**src/rtl/lz_unpack_pkg.sv**
```systemverilog
package lz_unpack_pkg;

  typedef enum logic [2:0] {
    S_IDLE,
    S_HDR,
    S_FLAG,
    S_TOK,
    S_REF2,
    S_CRD,
    S_CWR,
    S_DONE
  } lz_state_e;

  localparam int unsigned LEN_W     = 24;  // header length field width
  localparam int unsigned TOK_GROUP = 8;   // tokens per flag byte
  localparam int unsigned MIN_MATCH = 3;   // length bias of a back-reference
  localparam int unsigned DISP_W    = 12;  // displacement field width

endpackage

```
**src/rtl/lz_out_pack.sv**
```systemverilog
// Output formation: narrow byte writes or paired halfword writes with an
// even-byte holding latch that is forwarded to back-reference reads.
module lz_out_pack #(
  parameter int unsigned AW = 16
) (
  input  logic          clk,
  input  logic          rst_n,
  input  logic          clear,
  input  logic          half_mode,
  input  logic          emit_vld,
  input  logic [7:0]    emit_byte,
  input  logic [AW-1:0] dst_addr,
  input  logic [AW-1:0] src_addr,
  output logic          wr_en,
  output logic [AW-1:0] wr_addr,
  output logic          wr_wide,
  output logic [15:0]   wr_data,
  output logic          fwd_hit,
  output logic [7:0]    fwd_byte
);

  logic [7:0] lat_q, lat_d;
  logic       pend_q, pend_d;
  logic       lat_en;
  logic [AW-1:0] dst_even;

  assign dst_even = {dst_addr[AW-1:1], 1'b0};
  assign lat_en   = emit_vld & half_mode & ~dst_addr[0];

  always_comb begin
    lat_d  = lat_q;
    pend_d = pend_q;
    if (clear) begin
      pend_d = 1'b0;
    end else if (emit_vld && half_mode) begin
      if (lat_en) begin
        lat_d  = emit_byte;
        pend_d = 1'b1;
      end else begin
        pend_d = 1'b0;
      end
    end
  end

  always_ff @(posedge clk or negedge rst_n) begin
    if (!rst_n) begin
      pend_q <= 1'b0;
    end else begin
      pend_q <= pend_d;
    end
  end

  always_ff @(posedge clk) begin
    if (lat_en) begin
      lat_q <= lat_d;
    end
  end

  assign wr_en    = emit_vld & (~half_mode | dst_addr[0]);
  assign wr_wide  = half_mode;
  assign wr_addr  = half_mode ? dst_even : dst_addr;
  assign wr_data  = half_mode ? {emit_byte, lat_q} : {8'h00, emit_byte};
  assign fwd_hit  = half_mode & pend_q & dst_addr[0] & (src_addr == dst_even);
  assign fwd_byte = lat_q;

  p_half_even_r8: assert property (@(posedge clk) disable iff (!rst_n)
    (wr_en && half_mode) |-> (wr_wide && !wr_addr[0]));

  p_pair_latched_r8: assert property (@(posedge clk) disable iff (!rst_n)
    (wr_en && half_mode) |-> pend_q);

  p_byte_narrow_r7: assert property (@(posedge clk) disable iff (!rst_n)
    (wr_en && !half_mode) |-> !wr_wide);

endmodule

```
**src/rtl/lz_unpack_ctrl.sv**
```systemverilog
// Stream parser and copy sequencer: header, flag groups, literals,
// back-references, remaining-length bookkeeping and pointer tracking.
module lz_unpack_ctrl
  import lz_unpack_pkg::*;
#(
  parameter int unsigned AW = 16
) (
  input  logic          clk,
  input  logic          rst_n,
  input  logic          start,
  input  logic [AW-1:0] src_base,
  input  logic [AW-1:0] dst_base,
  input  logic          in_valid,
  input  logic [7:0]    in_data,
  output logic          in_ready,
  output logic          rd_en,
  output logic [AW-1:0] rd_addr,
  input  logic [15:0]   rd_data,
  input  logic          fwd_hit,
  input  logic [7:0]    fwd_byte,
  output logic          emit_vld,
  output logic [7:0]    emit_byte,
  output logic [AW-1:0] dst_addr,
  output logic [AW-1:0] cpy_addr,
  output logic          done,
  output logic [AW-1:0] src_end,
  output logic [AW-1:0] dst_end
);

  localparam int unsigned TCW = $clog2(TOK_GROUP + 1);
  localparam int unsigned CLW = 5;

  lz_state_e        st_q, st_d;
  logic [AW-1:0]    src_q, src_d, dst_q, dst_d, cps_q, cps_d;
  logic [LEN_W-1:0] rem_q, rem_d, rem_dec;
  logic [7:0]       flg_q, flg_d, hi_q, hi_d;
  logic [TCW-1:0]   tcnt_q, tcnt_d;
  logic [1:0]       hidx_q, hidx_d;
  logic [CLW-1:0]   cleft_q, cleft_d;
  logic             fire, hdr_zero;
  logic [DISP_W-1:0] disp;
  logic [7:0]       cp_byte;

  assign in_ready = (st_q == S_HDR) || (st_q == S_FLAG) ||
                    (st_q == S_TOK) || (st_q == S_REF2);
  assign fire     = in_valid & in_ready;
  assign rem_dec  = (rem_q != '0) ? rem_q - 1'b1 : '0;
  assign hdr_zero = (in_data == 8'h00) && (rem_q[15:0] == 16'h0000);
  assign disp     = {hi_q[3:0], in_data};
  assign cp_byte  = fwd_hit ? fwd_byte : (cps_q[0] ? rd_data[15:8] : rd_data[7:0]);

  always_comb begin
    st_d    = st_q;
    src_d   = src_q;
    dst_d   = dst_q;
    cps_d   = cps_q;
    rem_d   = rem_q;
    flg_d   = flg_q;
    hi_d    = hi_q;
    tcnt_d  = tcnt_q;
    hidx_d  = hidx_q;
    cleft_d = cleft_q;
    unique case (st_q)
      S_IDLE: begin
        if (start) begin
          st_d   = S_HDR;
          src_d  = src_base;
          dst_d  = dst_base;
          hidx_d = '0;
          rem_d  = '0;
        end
      end
      S_HDR: begin
        if (fire) begin
          src_d  = src_q + 1'b1;
          hidx_d = hidx_q + 1'b1;
          case (hidx_q)
            2'd1:    rem_d[7:0]   = in_data;
            2'd2:    rem_d[15:8]  = in_data;
            2'd3:    rem_d[23:16] = in_data;
            default: ;
          endcase
          if (hidx_q == 2'd3) begin
            st_d = hdr_zero ? S_DONE : S_FLAG;
          end
        end
      end
      S_FLAG: begin
        if (fire) begin
          src_d  = src_q + 1'b1;
          flg_d  = in_data;
          tcnt_d = TCW'(TOK_GROUP);
          st_d   = S_TOK;
        end
      end
      S_TOK: begin
        if (fire) begin
          src_d = src_q + 1'b1;
          if (!flg_q[7]) begin
            dst_d  = dst_q + 1'b1;
            rem_d  = rem_dec;
            flg_d  = {flg_q[6:0], 1'b0};
            tcnt_d = tcnt_q - 1'b1;
            if (rem_dec == '0)               st_d = S_DONE;
            else if (tcnt_q == TCW'(1))      st_d = S_FLAG;
            else                             st_d = S_TOK;
          end else begin
            hi_d = in_data;
            st_d = S_REF2;
          end
        end
      end
      S_REF2: begin
        if (fire) begin
          src_d   = src_q + 1'b1;
          cps_d   = dst_q - AW'(disp) - AW'(1);
          cleft_d = {1'b0, hi_q[7:4]} + CLW'(MIN_MATCH);
          flg_d   = {flg_q[6:0], 1'b0};
          tcnt_d  = tcnt_q - 1'b1;
          st_d    = S_CRD;
        end
      end
      S_CRD: begin
        st_d = S_CWR;
      end
      S_CWR: begin
        dst_d   = dst_q + 1'b1;
        cps_d   = cps_q + 1'b1;
        cleft_d = cleft_q - 1'b1;
        rem_d   = rem_dec;
        if (cleft_q == CLW'(1)) begin
          if (rem_dec == '0)          st_d = S_DONE;
          else if (tcnt_q == '0)      st_d = S_FLAG;
          else                        st_d = S_TOK;
        end else begin
          st_d = S_CRD;
        end
      end
      S_DONE: begin
        st_d = S_IDLE;
      end
      default: begin
        st_d = S_IDLE;
      end
    endcase
  end

  always_ff @(posedge clk or negedge rst_n) begin
    if (!rst_n) begin
      st_q    <= S_IDLE;
      src_q   <= '0;
      dst_q   <= '0;
      cps_q   <= '0;
      rem_q   <= '0;
      flg_q   <= '0;
      hi_q    <= '0;
      tcnt_q  <= '0;
      hidx_q  <= '0;
      cleft_q <= '0;
    end else begin
      st_q    <= st_d;
      src_q   <= src_d;
      dst_q   <= dst_d;
      cps_q   <= cps_d;
      rem_q   <= rem_d;
      flg_q   <= flg_d;
      hi_q    <= hi_d;
      tcnt_q  <= tcnt_d;
      hidx_q  <= hidx_d;
      cleft_q <= cleft_d;
    end
  end

  assign rd_en     = (st_q == S_CRD);
  assign rd_addr   = {cps_q[AW-1:1], 1'b0};
  assign emit_vld  = ((st_q == S_TOK) && fire && !flg_q[7]) || (st_q == S_CWR);
  assign emit_byte = (st_q == S_CWR) ? cp_byte : in_data;
  assign dst_addr  = dst_q;
  assign cpy_addr  = cps_q;
  assign done      = (st_q == S_DONE);
  assign src_end   = src_q;
  assign dst_end   = dst_q;

  p_src_step_r1: assert property (@(posedge clk) disable iff (!rst_n)
    fire |=> (src_q == $past(src_q) + 1'b1));

  p_flag_load_r2: assert property (@(posedge clk) disable iff (!rst_n)
    (st_q == S_FLAG && fire) |=> (st_q == S_TOK && tcnt_q == TCW'(TOK_GROUP)));

  p_len_range_r4: assert property (@(posedge clk) disable iff (!rst_n)
    (st_q == S_REF2 && fire) |=> (cleft_q >= CLW'(3) && cleft_q <= CLW'(18)));

  p_copy_step_r5: assert property (@(posedge clk) disable iff (!rst_n)
    (st_q == S_CWR) |=> (dst_q == $past(dst_q) + 1'b1));

  p_rem_floor_r6: assert property (@(posedge clk) disable iff (!rst_n)
    (st_q == S_CWR && rem_q == '0) |=> (rem_q == '0));

  p_done_pulse_r10: assert property (@(posedge clk) disable iff (!rst_n)
    done |=> !done);

  p_idle_quiet_r11: assert property (@(posedge clk) disable iff (!rst_n)
    (st_q == S_IDLE) |-> (!emit_vld && !rd_en && !in_ready));

endmodule

```
**src/rtl/lz_stream_unpack.sv**
```systemverilog
module lz_stream_unpack #(
  parameter int unsigned AW = 16
) (
  input  logic          clk,
  input  logic          rst_n,
  input  logic          start,
  input  logic          half_mode,
  input  logic [AW-1:0] src_base,
  input  logic [AW-1:0] dst_base,
  input  logic          in_valid,
  input  logic [7:0]    in_data,
  output logic          in_ready,
  output logic          rd_en,
  output logic [AW-1:0] rd_addr,
  input  logic [15:0]   rd_data,
  output logic          wr_en,
  output logic [AW-1:0] wr_addr,
  output logic          wr_wide,
  output logic [15:0]   wr_data,
  output logic          done,
  output logic [AW-1:0] src_end,
  output logic [AW-1:0] dst_end
);

  logic [1:0]    rst_sync_q;
  logic          rst_int_n;
  logic          emit_vld, fwd_hit;
  logic [7:0]    emit_byte, fwd_byte;
  logic [AW-1:0] dst_addr, cpy_addr;
  logic          start_ok;

  // asynchronous assertion, synchronous release
  always_ff @(posedge clk or negedge rst_n) begin
    if (!rst_n) begin
      rst_sync_q <= 2'b00;
    end else begin
      rst_sync_q <= {rst_sync_q[0], 1'b1};
    end
  end
  assign rst_int_n = rst_sync_q[1];
  assign start_ok  = start & rst_int_n;

  lz_unpack_ctrl #(.AW(AW)) u_ctrl (
    .clk       (clk),
    .rst_n     (rst_int_n),
    .start     (start_ok),
    .src_base  (src_base),
    .dst_base  (dst_base),
    .in_valid  (in_valid),
    .in_data   (in_data),
    .in_ready  (in_ready),
    .rd_en     (rd_en),
    .rd_addr   (rd_addr),
    .rd_data   (rd_data),
    .fwd_hit   (fwd_hit),
    .fwd_byte  (fwd_byte),
    .emit_vld  (emit_vld),
    .emit_byte (emit_byte),
    .dst_addr  (dst_addr),
    .cpy_addr  (cpy_addr),
    .done      (done),
    .src_end   (src_end),
    .dst_end   (dst_end)
  );

  lz_out_pack #(.AW(AW)) u_out (
    .clk       (clk),
    .rst_n     (rst_int_n),
    .clear     (start_ok),
    .half_mode (half_mode),
    .emit_vld  (emit_vld),
    .emit_byte (emit_byte),
    .dst_addr  (dst_addr),
    .src_addr  (cpy_addr),
    .wr_en     (wr_en),
    .wr_addr   (wr_addr),
    .wr_wide   (wr_wide),
    .wr_data   (wr_data),
    .fwd_hit   (fwd_hit),
    .fwd_byte  (fwd_byte)
  );

  p_read_aligned_r9: assert property (@(posedge clk) disable iff (!rst_int_n)
    rd_en |-> !rd_addr[0]);

  p_no_rw_overlap_r5: assert property (@(posedge clk) disable iff (!rst_int_n)
    rd_en |-> !wr_en);

endmodule

```
**config.mk**
```make
export PLATFORM = sky130hd
export DESIGN_NAME = lz_stream_unpack
export DESIGN_NICKNAME = d
export VERILOG_FILES = /design/src/rtl/lz_unpack_pkg.sv /design/src/rtl/lz_out_pack.sv /design/src/rtl/lz_unpack_ctrl.sv /design/src/rtl/lz_stream_unpack.sv
export SDC_FILE = /design/constraint.sdc
export NUM_CORES = 1
export LEC_CHECK = 0
export ABC_AREA = 1
export CORE_ASPECT_RATIO = 1.75
export CORE_MARGIN = 8
export CORE_UTILIZATION = 25
export DETAILED_ROUTE_END_ITERATION = 10
export SETUP_SLACK_MARGIN = 0.2
export SKIP_LAST_GASP = 1
export SYNTH_ARGS = -nofsm -noshare
export SYNTH_HDL_FRONTEND = slang
export SYNTH_HIERARCHICAL = 1
export SYNTH_SLANG_ARGS = --single-unit
```
**constraint.sdc**
```tcl
create_clock -name clk -period 3.8 [get_ports clk]
set_input_delay 0.76 -clock clk [delete_from_list [all_inputs] [get_ports clk]]
set_output_delay 0.76 -clock clk [all_outputs]
set_load 0.03 [all_outputs]
```
==> flow_summary.ini <==
[status]
status = finished clean

[synthesis]
synth-edff-count = 8
synth_area_leaders = dfrtp_1, nand2_1, nor2_1
syn_inst = 1265
synth_fp_nets = 1351
synth_seq_cells = 113
yosysTopAreaCell = dfrtp_1
netlist_top_cells_count = nand2_1, nor2_1, inv_1, dfrtp_1, o21ai_0
synthXorXnorAreaFrac_pct = 4.42
seq_area_frac_synth_pct = 32.9
synth_top_family_by_area = simple AND/OR/NAND/NOR gates
async_reset_ff_share_pct = 92.9
synth_compound_area_share_pct = 16.3
synth.distinct_cells = 48
avgSynthCellArea_um2 = 6.89
syn_area_um2 = 8710
synthFlopType = dfrtp_1
yosysTopAreaCellShare_pct = 30.2
synth_warnings = 6
yosysMostFrequentCell = nand2_1
synthMuxAreaShare_pct = 1.03
synthSimpleGateAreaFrac_pct = 28.4
synthAdderAreaFrac_pct = 3.68

[worst_setup_path]
crit_top_cell = nand2_1
r2r-end = u_ctrl/st_q[0]
crit_path_max_incr_delay_ns = 0.49
critical-path-slowest-cell = clkdlybuf4s50_1
crit_path_max_fanout = 16
critPathArrivalTime_ns = 2.69
reg2reg_slack_ns = 0.98
worst-setup-path-type = in2out
crit_path_cell_trace = clkdlybuf4s50_1 -> nand2_1 -> nor2_1 -> nand2_1 -> nor2_1 -> nand2_1 -> nor2_1 -> buf_4 -> nand2_1 -> nand2_1 -> a2bb2oi_2 -> mux2_2 -> buf_4
r2r_start = u_ctrl/rem_q[0]
cp.required_ns = 3.04
critPathLaunchType = input port
r2r_cells = 16
critPathCaptureType = output port

[global_route]
grt_pass1_wl_um = 49300
grt_max_degree = 58
grt_pass1_vias = 9038
antenna_found_initial = 3
grt_overflow_total = 0
grtUsageTotal_pct = 15.5

[hold_path]
hold_start = rst_sync_q[0]
worstHoldPathCells = 0
hp-class = reg2reg
hold-path-endpoint = rst_sync_q[1]

[detailed_routing]
wire_per_inst_um = 17.1
drtIter0Drc = 535
met1_length_um = 10800
vias = 8823
drcViolationCount = 0
ant_nets = 0
wl_met3_um = 1110
maxUsedRoutingLayer = met4
dr_wl_met2_um = 18100
dr.pass1.iters = 6
wl_um = 31500
viasPerCell = 4.79

[place]
gp_congestion = 0.918
place_hpwl_um = 24600
io_buffers = 144
place_inst = 1809
place_area_um2 = 10300

[timing]
rsz0062_at_grt = false
setup_violations = 0
fmax_ghz = 0.290
final_hold_viol_count = 0
min_period_over_period_pct = 90.7
report.final.slew_viol_count = 0
worst_pin_slew_ns = 0.801
min_period_ns = 3.45
fin_setup_tns_ns = 0
slew_headroom_pct = 46.6
finClkSkew_ns = 0.0113

[cts]
root_buffer = clkbuf_16
cts_buffers = 17
cts.sinks = 113
htree_levels = 4
cts_hold_buf = 0
clkTransAtPathRegs_ns = 0.05
clock_latency_ns = 0.44
tritoncts = done
clk_path_buf_depth = 2

[final_layout]
drive_gt1_share_pct = 8.91
fin_cells = 1843
multi_input_area_um2 = 4750
postLayoutCellArea_um2 = 11000
syn_to_final_growth_pct = 26.5
nets = 1454
final_core_util_pct = 32.0
nFillCells = 3711
regArea_um2 = 2870

[pwr]
peakVddDrop_mv = 0.320
p_per_area_nw_per_um2 = 963
power_w = 0.0106
power_leakage_nw = 4.86

[floorplanning]
initial_core_util_pct = 25.3
die_h_um = 263
io_pins = 146
rows = 90
die_x_um = 157
core_um2 = 34500
dieArea_um2 = 41300

[job]
drv_cap = 0
sequential cells by signal (all words and copies together) (netlist names):
name	cells
rst_sync_q	2
u_ctrl/cleft_q	5
u_ctrl/cpy_addr	16
u_ctrl/dst_addr	16
u_ctrl/flg_q	8
u_ctrl/hi_q	8
u_ctrl/hidx_q	2
u_ctrl/rem_q	24
u_ctrl/src_end	16
u_ctrl/st_q	3
u_ctrl/tcnt_q	4
u_out/fwd_byte	8
u_out/pend_q	1
power by group:
part	switching (W)	internal (W)
Combinational	0.00401	0.00233
Clock	0.000610	0.00112
Sequential	0.000748	0.00179
area by class of cell:
type                    instances  area share, %
multi-input cells             906           43.1
flip-flops and latches        113           26.1
repair buffers                168           14.3
inverters                     162           5.52
well taps                     460           5.22
clock buffers                  23           4.53
clock inverters                 8           1.14
diodes                          3         0.0681
per-stage QoR:
| step | worst slack (ns) | hold slack [ns] |
|---|---|---|
| after floorplan | 0.763 | 0.331 |
| after CTS | 0.257 | 0.363 |
| after global routing | 0.180 | 0.376 |
| final | 0.355 | 0.356 |
| after detailed placement | 0.248 | 0.350 |
| after global placement | 0.246 | 0.336 |
metal layers:
layer,vias to the layer above,GRT usage [%]
li1,4321,-
met1,4211,14.3
met2,215,30.5
met3,76,2.68
met4,0,8.81
met5,-,0
worst max-delay path by stage:
stage / from / to / slack (ns) / depth (start not counted)
2_1_floorplan: half_mode / wr_data[4] / 0.76 / 12
3_3_place_gp: half_mode / wr_data[7] / 0.25 / 13
3_5_place_dp: half_mode / wr_data[7] / 0.25 / 13
4_1_cts: half_mode / wr_data[7] / 0.26 / 13
5_1_grt: half_mode / wr_data[7] / 0.18 / 13
6_report: half_mode / wr_data[7] / 0.35 / 13
layout by cell type (no fill, tap or decap), types with 29 or more instances in the layout:
master,n
nor2_1,174
o21ai_0,89
nand3_1,67
a21oi_1,41
a31oi_1,29
buf_4,41
clkdlybuf4s50_1,127
inv_1,154
dfrtp_1,104
nand2_1,269
critical path: cells and delay by family:
family / cells / cell delay, ns
muxes: 1 / 0.21
buffers and inverters: 3 / 0.85
and+or+nand+nor: 8 / 0.62
AOI/OAI and AO/OA: 1 / 0.23
repair_timing:
action / in CTS / in global routing
setup endpoints to repair: 0 / 9
resized for setup: 0 / 7
endpoints found under the hold margin: 0 / 0
buffers inserted: 0 / 0
kinds of logic (layout without fill, tap and decap cells):
| family | count (synthesis) | in the layout |
|---|---|---|
| simple gates | 584 | 584 |
| fa+ha+maj | 25 | 25 |
| flops | 113 | 113 |
| xor+xnor | 44 | 44 |
| other cells | 2 | 5 |
| compound gates | 243 | 243 |
| mux | 8 | 8 |
| buf+inv | 246 | 361 |
Power figures use the tool's default switching activity.
